**config.mk**
```make
export PLATFORM = sky130hd
export DESIGN_NAME = hbi_host_port
export DESIGN_NICKNAME = d
export VERILOG_FILES = /design/src/rtl/hbi_pkg.sv /design/src/rtl/hbi_wr_capture.sv /design/src/rtl/hbi_ctrl_regs.sv /design/src/rtl/hbi_rd_mux.sv /design/src/rtl/hbi_host_port.sv
export SDC_FILE = /design/constraint.sdc
export NUM_CORES = 1
export LEC_CHECK = 0
export BUFFER_PORTS_ARGS = -buffer_cell sky130_fd_sc_hd__clkbuf_2
export CAP_MARGIN = 20
export CORE_MARGIN = 2
export CORE_UTILIZATION = 45
export CTS_CLUSTER_SIZE = 20
export DETAILED_ROUTE_END_ITERATION = 10
export GPL_TIMING_DRIVEN = 0
export PLACE_DENSITY_LB_ADDON = 0.3
export SKIP_LAST_GASP = 1
export SLEW_MARGIN = 20
export SYNTH_ARGS = -nofsm -noshare
export SYNTH_HDL_FRONTEND = slang
export SYNTH_SLANG_ARGS = --single-unit
```
**constraint.sdc**
```tcl
create_clock -name clk_i -period 3.6 [get_ports clk_i]
set_input_delay 0.54 -clock clk_i [delete_from_list [all_inputs] [get_ports clk_i]]
set_output_delay 0.54 -clock clk_i [all_outputs]
set_load 0.02 [all_outputs]
```
**src/rtl/hbi_pkg.sv**
```systemverilog
package hbi_pkg;
  parameter int unsigned CH_W   = 2;
  parameter int unsigned BYTE_W = 8;
  parameter int unsigned RES_W  = 12;

  // control / status bit positions (host software decodes these)
  localparam int unsigned B_MODE  = 0;
  localparam int unsigned B_CAL   = 1;
  localparam int unsigned B_PD    = 3;
  localparam int unsigned B_PFAIL = 5;
  localparam int unsigned B_CERR  = 6;
  localparam int unsigned B_BUSY  = 7;

  typedef struct packed {
    logic              sfr;
    logic              hbe;
    logic [CH_W-1:0]   addr;
    logic [BYTE_W-1:0] data;
  } wr_hold_t;
endpackage

```
**src/rtl/hbi_wr_capture.sv**
```systemverilog
module hbi_wr_capture
  import hbi_pkg::*;
(
  input  logic            clk_i,
  input  logic            rst_ni,
  input  logic            wr_act_i,
  input  wr_hold_t        fields_i,
  output wr_hold_t        hold_o,
  output logic            wr_end_o
);
  logic act_q;

  always_ff @(posedge clk_i or negedge rst_ni) begin
    if (!rst_ni) begin
      act_q  <= 1'b0;
      hold_o <= '0;
    end else begin
      act_q <= wr_act_i;
      if (wr_act_i) hold_o <= fields_i;
    end
  end

  // strobe release = host rising edge
  assign wr_end_o = act_q & ~wr_act_i;
endmodule

```
**src/rtl/hbi_ctrl_regs.sv**
```systemverilog
module hbi_ctrl_regs
  import hbi_pkg::*;
(
  input  logic            clk_i,
  input  logic            rst_ni,
  input  logic            wr_end_i,
  input  wr_hold_t        hold_i,
  input  logic            busy_i,
  input  logic            pwr_fail_i,
  output logic            mode_o,
  output logic            pd_o,
  output logic            pfail_o,
  output logic            conv_start_o,
  output logic            cal_start_o,
  output logic [CH_W-1:0] chan_o
);
  logic ctrl_wr, conv_req;

  assign ctrl_wr  = wr_end_i & hold_i.sfr & hold_i.hbe;
  assign conv_req = wr_end_i & (~hold_i.sfr | hold_i.hbe);

  always_ff @(posedge clk_i or negedge rst_ni) begin
    if (!rst_ni) begin
      mode_o       <= 1'b0;
      pd_o         <= 1'b0;
      pfail_o      <= 1'b0;
      conv_start_o <= 1'b0;
      cal_start_o  <= 1'b0;
      chan_o       <= '0;
    end else begin
      conv_start_o <= 1'b0;
      cal_start_o  <= 1'b0;
      if (pwr_fail_i) begin
        pfail_o <= 1'b1;
        mode_o  <= 1'b0;
        pd_o    <= 1'b0;
      end else begin
        if (ctrl_wr) begin
          mode_o      <= hold_i.data[B_MODE];
          pd_o        <= hold_i.data[B_PD] & ~hold_i.data[B_CAL];
          cal_start_o <= hold_i.data[B_CAL];
          if (!hold_i.data[B_PFAIL]) pfail_o <= 1'b0;
        end
        if (conv_req && !busy_i) begin
          conv_start_o <= 1'b1;
          chan_o       <= hold_i.addr;
        end
      end
    end
  end

  assert_no_start_busy_R11: assert property (@(posedge clk_i) disable iff (!rst_ni)
    conv_start_o |-> !$past(busy_i));
  assert_chan_hold_R2: assert property (@(posedge clk_i) disable iff (!rst_ni)
    !conv_start_o |-> $stable(chan_o));
  assert_pfail_set_R13: assert property (@(posedge clk_i) disable iff (!rst_ni)
    $past(pwr_fail_i) |-> (pfail_o && !mode_o && !pd_o));
  assert_cal_wakes_R7: assert property (@(posedge clk_i) disable iff (!rst_ni)
    cal_start_o |-> !pd_o);
endmodule

```
**src/rtl/hbi_rd_mux.sv**
```systemverilog
module hbi_rd_mux
  import hbi_pkg::*;
(
  input  logic              clk_i,
  input  logic              rst_ni,
  input  logic              rd_act_i,
  input  logic              sfr_i,
  input  logic              hbe_i,
  input  logic              mode_i,
  input  logic              conv_done_i,
  input  logic [RES_W-1:0]  result_i,
  input  logic              busy_i,
  input  logic [BYTE_W-1:0] status_i,
  output logic [BYTE_W-1:0] data_o,
  output logic              data_oe_o
);
  localparam int unsigned HI_W  = RES_W - BYTE_W;
  localparam int unsigned PAD_W = BYTE_W - 1 - HI_W;

  logic [RES_W-1:0]  res_q, res_sel;
  logic [BYTE_W-1:0] hi_byte;

  always_ff @(posedge clk_i or negedge rst_ni) begin
    if (!rst_ni)          res_q <= '0;
    else if (conv_done_i) res_q <= result_i;
  end

  assign res_sel = mode_i ? res_q : result_i;
  assign hi_byte = {busy_i, {PAD_W{1'b0}}, res_sel[RES_W-1:BYTE_W]};

  always_comb begin
    data_o = '0;
    if (rd_act_i) begin
      unique case ({sfr_i, hbe_i})
        2'b00:   data_o = res_sel[BYTE_W-1:0];
        2'b01:   data_o = hi_byte;
        2'b11:   data_o = status_i;
        default: data_o = '0;
      endcase
    end
  end

  assign data_oe_o = rd_act_i;
endmodule

```
**src/rtl/hbi_host_port.sv**
```systemverilog
module hbi_host_port
  import hbi_pkg::*;
#(
  parameter int unsigned P_CH_W   = CH_W,
  parameter int unsigned P_BYTE_W = BYTE_W,
  parameter int unsigned P_RES_W  = RES_W
) (
  input  logic                clk_i,
  input  logic                rst_ni,
  input  logic                cs_ni,
  input  logic                rd_ni,
  input  logic                wr_ni,
  input  logic                hbe_i,
  input  logic                sfr_i,
  input  logic [P_CH_W-1:0]   addr_i,
  input  logic [P_BYTE_W-1:0] data_i,
  output logic [P_BYTE_W-1:0] data_o,
  output logic                data_oe_o,
  input  logic [P_RES_W-1:0]  result_i,
  input  logic                conv_done_i,
  input  logic                conv_busy_i,
  input  logic                cal_busy_i,
  input  logic                cal_err_i,
  input  logic                pwr_fail_i,
  output logic                conv_start_o,
  output logic [P_CH_W-1:0]   chan_o,
  output logic                cal_start_o,
  output logic                latched_o,
  output logic                pwrdn_o
);
  logic              rd_act, wr_act, wr_end, busy, pfail;
  wr_hold_t          fields, hold;
  logic [BYTE_W-1:0] status;

  assign rd_act = ~(cs_ni | rd_ni);
  assign wr_act = ~(cs_ni | wr_ni);
  assign busy   = conv_busy_i | cal_busy_i;
  assign fields = '{sfr: sfr_i, hbe: hbe_i, addr: addr_i, data: data_i};

  always_comb begin
    status          = '0;
    status[B_MODE]  = latched_o;
    status[B_CAL]   = cal_busy_i;
    status[B_PD]    = pwrdn_o;
    status[B_PFAIL] = pfail;
    status[B_CERR]  = cal_err_i;
    status[B_BUSY]  = busy;
  end

  hbi_wr_capture u_wr (
    .clk_i, .rst_ni, .wr_act_i(wr_act), .fields_i(fields),
    .hold_o(hold), .wr_end_o(wr_end)
  );

  hbi_ctrl_regs u_ctrl (
    .clk_i, .rst_ni, .wr_end_i(wr_end), .hold_i(hold), .busy_i(busy),
    .pwr_fail_i, .mode_o(latched_o), .pd_o(pwrdn_o), .pfail_o(pfail),
    .conv_start_o, .cal_start_o, .chan_o
  );

  hbi_rd_mux u_rd (
    .clk_i, .rst_ni, .rd_act_i(rd_act), .sfr_i, .hbe_i, .mode_i(latched_o),
    .conv_done_i, .result_i, .busy_i(busy), .status_i(status),
    .data_o, .data_oe_o
  );

  assert_bus_release_R9: assert property (@(posedge clk_i) disable iff (!rst_ni)
    (cs_ni || rd_ni) |-> (!data_oe_o && data_o == '0));
endmodule

```
* Word-level counts from Yosys, hierarchy flattened
Index checks and enable logic that the tools add are counted.
Word-level totals: word-level logic and storage cells 49, bits in registers 30, bits of input ports 34, output and inout port bits 15
Cells by class: reductions and logical operators 6, bitwise logic cells 14, eq/ne operators 3, muxes and demuxes 14
Operator list (count):
- 8-bit one-hot mux with 3 select lines | 1
- 12-bit 2-to-1 mux | 1
- 1-bit 2-to-1 mux | 11
- 8-bit 2-to-1 mux | 1
- 1-bit AND | 5
- 1-bit inverter | 5
- 1-bit bitwise OR | 4
- 2-bit AND reduction | 2
- 2-bit by 1-bit equality test with 1-bit output (second input constant) | 1
- 2-bit equality test (second input constant) | 1
- 2-bit logical NOT | 1
- 2-bit != test (second input constant) | 1
- 2-bit nonzero test | 1
- 1-bit logical AND | 1
- 1-bit logical NOT | 1

* Longest topological paths before layout
word-level depth 6, gate-level depth with buffers 5, depth with buffers taken out 4

* Hierarchy
Synthesis repeated with hierarchy kept, for this count alone.
Unflattened totals: cell total of the unflattened synthesis 121, area, all modules 1564.0 sq um
By module, submodules not included:
- hbi_rd_mux | area each 752.0 sq um, cells each 68, sequential area each 300.3 sq um, instances 1
- hbi_wr_capture | area each 514.2 sq um, cells each 27, sequential area each 325.3 sq um, instances 1
- hbi_ctrl_regs | area each 280.3 sq um, cells each 22, sequential area each 175.2 sq um, instances 1
- hbi_host_port | area each 17.5 sq um, cells each 4, sequential area each 0.0 sq um, instances 1

* Least setup slack after synthesis
No wires, ideal clock.
path kind in2out, from in rd_ni, to out data_o[0], stages 5, required time 3.060 ns, path buffers 1, path slack 1.409 ns, arrival time 1.651 ns, cells stage by stage or2_2 clkbuf_1 inv_1 o21ai_0 a21oi_1
On the way: longest elaborated chain between the ends 2
Ends and longest elaborated chain:
- start, declared | line hbi_host_port.sv:11 | input logic rd_ni,
- 1-bit bitwise OR | line hbi_host_port.sv:35 | assign rd_act = ~(cs_ni | rd_ni);
- 8-bit 2-to-1 mux | line hbi_rd_mux.sv:33 | if (rd_act_i) begin
- end, declared | line hbi_host_port.sv:17 | output logic [P_BYTE_W-1:0] data_o,
Every way passes these cells.

* Worst setup path in the final report
from reg u_ctrl.mode_o, to out data_o[2]
On the way: longest elaborated chain between the ends 3
Ends and longest elaborated chain:
- start, declared | line hbi_ctrl_regs.sv:10 | output logic mode_o,
- start signal, assigned | line hbi_ctrl_regs.sv:39 | mode_o <= hold_i.data[B_MODE];
- 12-bit 2-to-1 mux | line hbi_rd_mux.sv:28 | assign res_sel = mode_i ? res_q : result_i;
- 8-bit one-hot mux with 3 select lines | line hbi_rd_mux.sv:34 | unique case ({sfr_i, hbe_i})
- 8-bit 2-to-1 mux | line hbi_rd_mux.sv:33
Every way passes these cells.

==> reports/metrics.cfg <==
[routing]
ant_nets = 0
vias = 1021
vias_per_cell = 5.40
drt_iter0_drc = 19
drtPass1Iterations = 7
wl_per_cell_um = 14.8
drc = 4
wirelength_um = 2790

[cts]
cts.sinks = 28
post_cts_buffers = 0
numCtsBuffers = 3
cts_resized = 0
tritoncts = built
clock_path_buffers = 2
cts.hold.buffers_added = 0
clkTransAtPathRegs_ns = 0.16
clockRootBuffer = clkbuf_4
clock_latency_ns = 0.33
htree_levels = 1

[synth]
netlist_area_um2 = 1340
synth-simple-area-share_pct = 9.68
synthCells = 110
avgSynthCellArea_um2 = 12.2
synth-seq-cells = 28
ys_warn_count = 0
synthMuxAreaShare_pct = 26.6
synthAdderAreaFrac_pct = 0
synth_compound_area_share_pct = 8.57
syn_nets = 144
synth_cell_type_count = 25
synth_top_family_by_area = multiplexers
yosysSeqAreaShare_pct = 52.1
synth_xor_area_share_pct = 0

[critical_path]
worstSetupEndpointType = output port
arrival_ns = 1.86
crit_required_ns = 3.06
path_cells = buf_2, buf_4, mux2_2, a22oi_1, nor2_1, clkbuf_2
critPathMaxFanout = 10
crit_type = flop to output port
crit_family = buffers and inverters
cpPeakStageDelay_ns = 0.38
critPathSlowestCell = dfrtp_1
critPathLaunchType = flop
path_buf_inv = 3

[place]
hpwl_um = 2120
placed_cells = 185
port_buffers = 44
gp_congestion = 0.847

[sta]
worst_pin_slew_ns = 0.685
final.period_utilization_pct = 66.7
finClkSkew_ns = 0.0105
hold_viol_final = 0
fin_tns_setup_ns = 0
rsz0062_at_grt = no
max-slew-margin-rel_pct = 54.3
fmax_ghz = 0.417
setup_viol = 0
period_needed_ns = 2.40
slew_violations = 0

[floorplan]
coreArea_um2 = 2810
die_h_um = 58.6
num_io_pins = 49
start_util_pct = 47.9
die_w_um = 58.6
dieArea_um2 = 3440
rows = 19

[cells_and_area]
final_net_count = 193
fillers = 256
finalNonFillerCells = 189
antenna_cells = 0
syn_to_final_growth_pct = 23.2
layout-drive-gt1-share_pct = 53.2

[grt]
antenna_found_initial = 0
grt_pass1_wl_um = 4600
first_global_vias = 1073
grt_start_max_net_pins = 29
grt.overflow.total = 0
grt_use_total_pct = 17.4

[power_and_ir_drop]
p_per_area_nw_per_um2 = 420
p_leak_nw = 0.776
peakVddDrop_mv = 0.267

[outcome]
violations = design-rule violations
status = complete, but fails checks

[min_path]
hold_path_class = input pin to asynchronous set/reset pin

[run]
max-cap-violations = 0

## cell usage after synthesis (all sizes together)
| cell | number | area share, % |
|---|---|---|
| dfrtp | 28 | 52 |
| nand3 | 4 | 1.5 |
| nand2b | 4 | 1.9 |
| or3b | 1 | 0.65 |
| nor2b | 1 | 0.47 |
| clkbuf | 3 | 0.84 |
| nand2 | 3 | 0.84 |
| nor4 | 1 | 0.47 |
| buf | 3 | 1.3 |
| nor3b | 2 | 1.1 |
| o21ai | 4 | 1.5 |
| mux2i | 2 | 1.5 |
| mux2 | 30 | 25 |
| nor2 | 4 | 1.3 |
| nor3 | 1 | 0.37 |
| o21a | 1 | 0.56 |
| a22oi | 3 | 1.7 |
| o2111ai | 1 | 1.1 |
| or2 | 1 | 0.47 |
| a21oi | 7 | 2.6 |
| o211ai | 2 | 1.1 |
| nand4b | 1 | 0.65 |
| inv | 3 | 0.84 |
## layout make-up
type                       count  area (um^2)  area share, %
buffer                         6         28.8           1.74
clock buffer                   3         22.5           1.36
clock inverter                 1         30.0           1.81
inverter                       3         11.3          0.680
multi-input combinational     73          603           36.4
sequential                    28          701           42.3
tap                           31         38.8           2.34
timing repair buffer          44          220           13.3
## sequential cells by signal, summed over array words and instances, names as in the netlist
signal               count
u_ctrl.pd_o              1
u_ctrl.pfail_o           1
u_ctrl.conv_start_o      1
u_ctrl.mode_o            1
u_ctrl.cal_start_o       1
u_wr.hold_o              8
u_ctrl.chan_o            2
u_rd.res_q              12
u_wr.act_q               1
## path summary, 6_finish.rpt
check / startpoint / end / slack [ns] / depth (start not counted)
setup / recovery: u_ctrl.mode_o / data_o[2] / 1.20 / 6
hold / removal: rst_ni / u_rd.res_q[11] / 0.21 / 1
setup reg to reg: u_wr.hold_o[11] / u_ctrl.pd_o / 2.36 / 3
hold reg to reg: u_wr.hold_o[5] / u_wr.hold_o[5] / 0.52 / 1
max in group asynchronous: rst_ni / u_ctrl.pfail_o / 2.95 / 1
min in group clk_i: pwr_fail_i / u_ctrl.pd_o / 0.40 / 2
## stage by stage
stage | total power (W) | worst slack [ns] | cell area, um^2 | utilization [%] | hold slack [ns]
final | 0.000695 | 1.20 | 1660 | 59.0 | 0.214
after global routing | 0.000727 | 1.11 | 1660 | 59.0 | 0.250
after CTS | 0.000707 | 1.17 | 1660 | 59.0 | 0.237
after detailed placement | 0.000496 | 1.23 | 1600 | 57.1 | 0.493
after global placement | 0.000490 | 1.21 | 1600 | 57.1 | 0.482
after floorplan | 0.000445 | 1.41 | 1340 | - | 0.244
## layout by cell type (no fill, tap or decap), types with 2 or more instances in the layout
cell type | Yosys | layout
clkbuf_2 | 0 | 44
mux2_2 | 30 | 30
dfrtp_1 | 28 | 28
a21oi_1 | 7 | 7
nand3_1 | 4 | 4
nand2b_1 | 4 | 4
o21ai_0 | 4 | 4
clkbuf_1 | 3 | 3
inv_1 | 3 | 3
nor2_1 | 3 | 3
a22oi_1 | 3 | 3
nand2_1 | 3 | 3
clkbuf_4 | 0 | 3
buf_2 | 2 | 2
o211ai_1 | 2 | 2
mux2i_1 | 2 | 2
nor3b_1 | 2 | 2
## routing by layer
layer	routed length, um	up-vias	track usage, %	share of wire, %
met5	0	-	0	0
met4	19	0	5.84	0.68
met1	1170	502	21.3	42
li1	-	492	-	-
met3	138	2	2.20	4.9
met2	1470	25	31.8	53
## cells by family (layout without fill, tap and decap cells)
kind of cell | Yosys count | count (layout)
and+or+nand+nor | 23 | 23
DFF | 28 | 28
buffers and inverters | 9 | 57
muxes | 32 | 32
AOI/OAI and AO/OA | 18 | 18
## worst register-to-register path, cell delays in order (launching register included)
cell       delay (ns)
dfrtp_1          0.42
o2111ai_2        0.21
or3b_1           0.41
a21oi_1          0.14
## report_power, final
| part | switching [W] | leakage [nW] | internal (W) |
|---|---|---|---|
| sequential | 0.0000179 | 0.337 | 0.000349 |
| combinational | 0.0000583 | 0.410 | 0.0000616 |
| clock | 0.0000958 | 0.0279 | 0.000113 |
| total | 0.000172 | 0.776 | 0.000523 |
No activity file was read; power rests on OpenSTA's default activity.
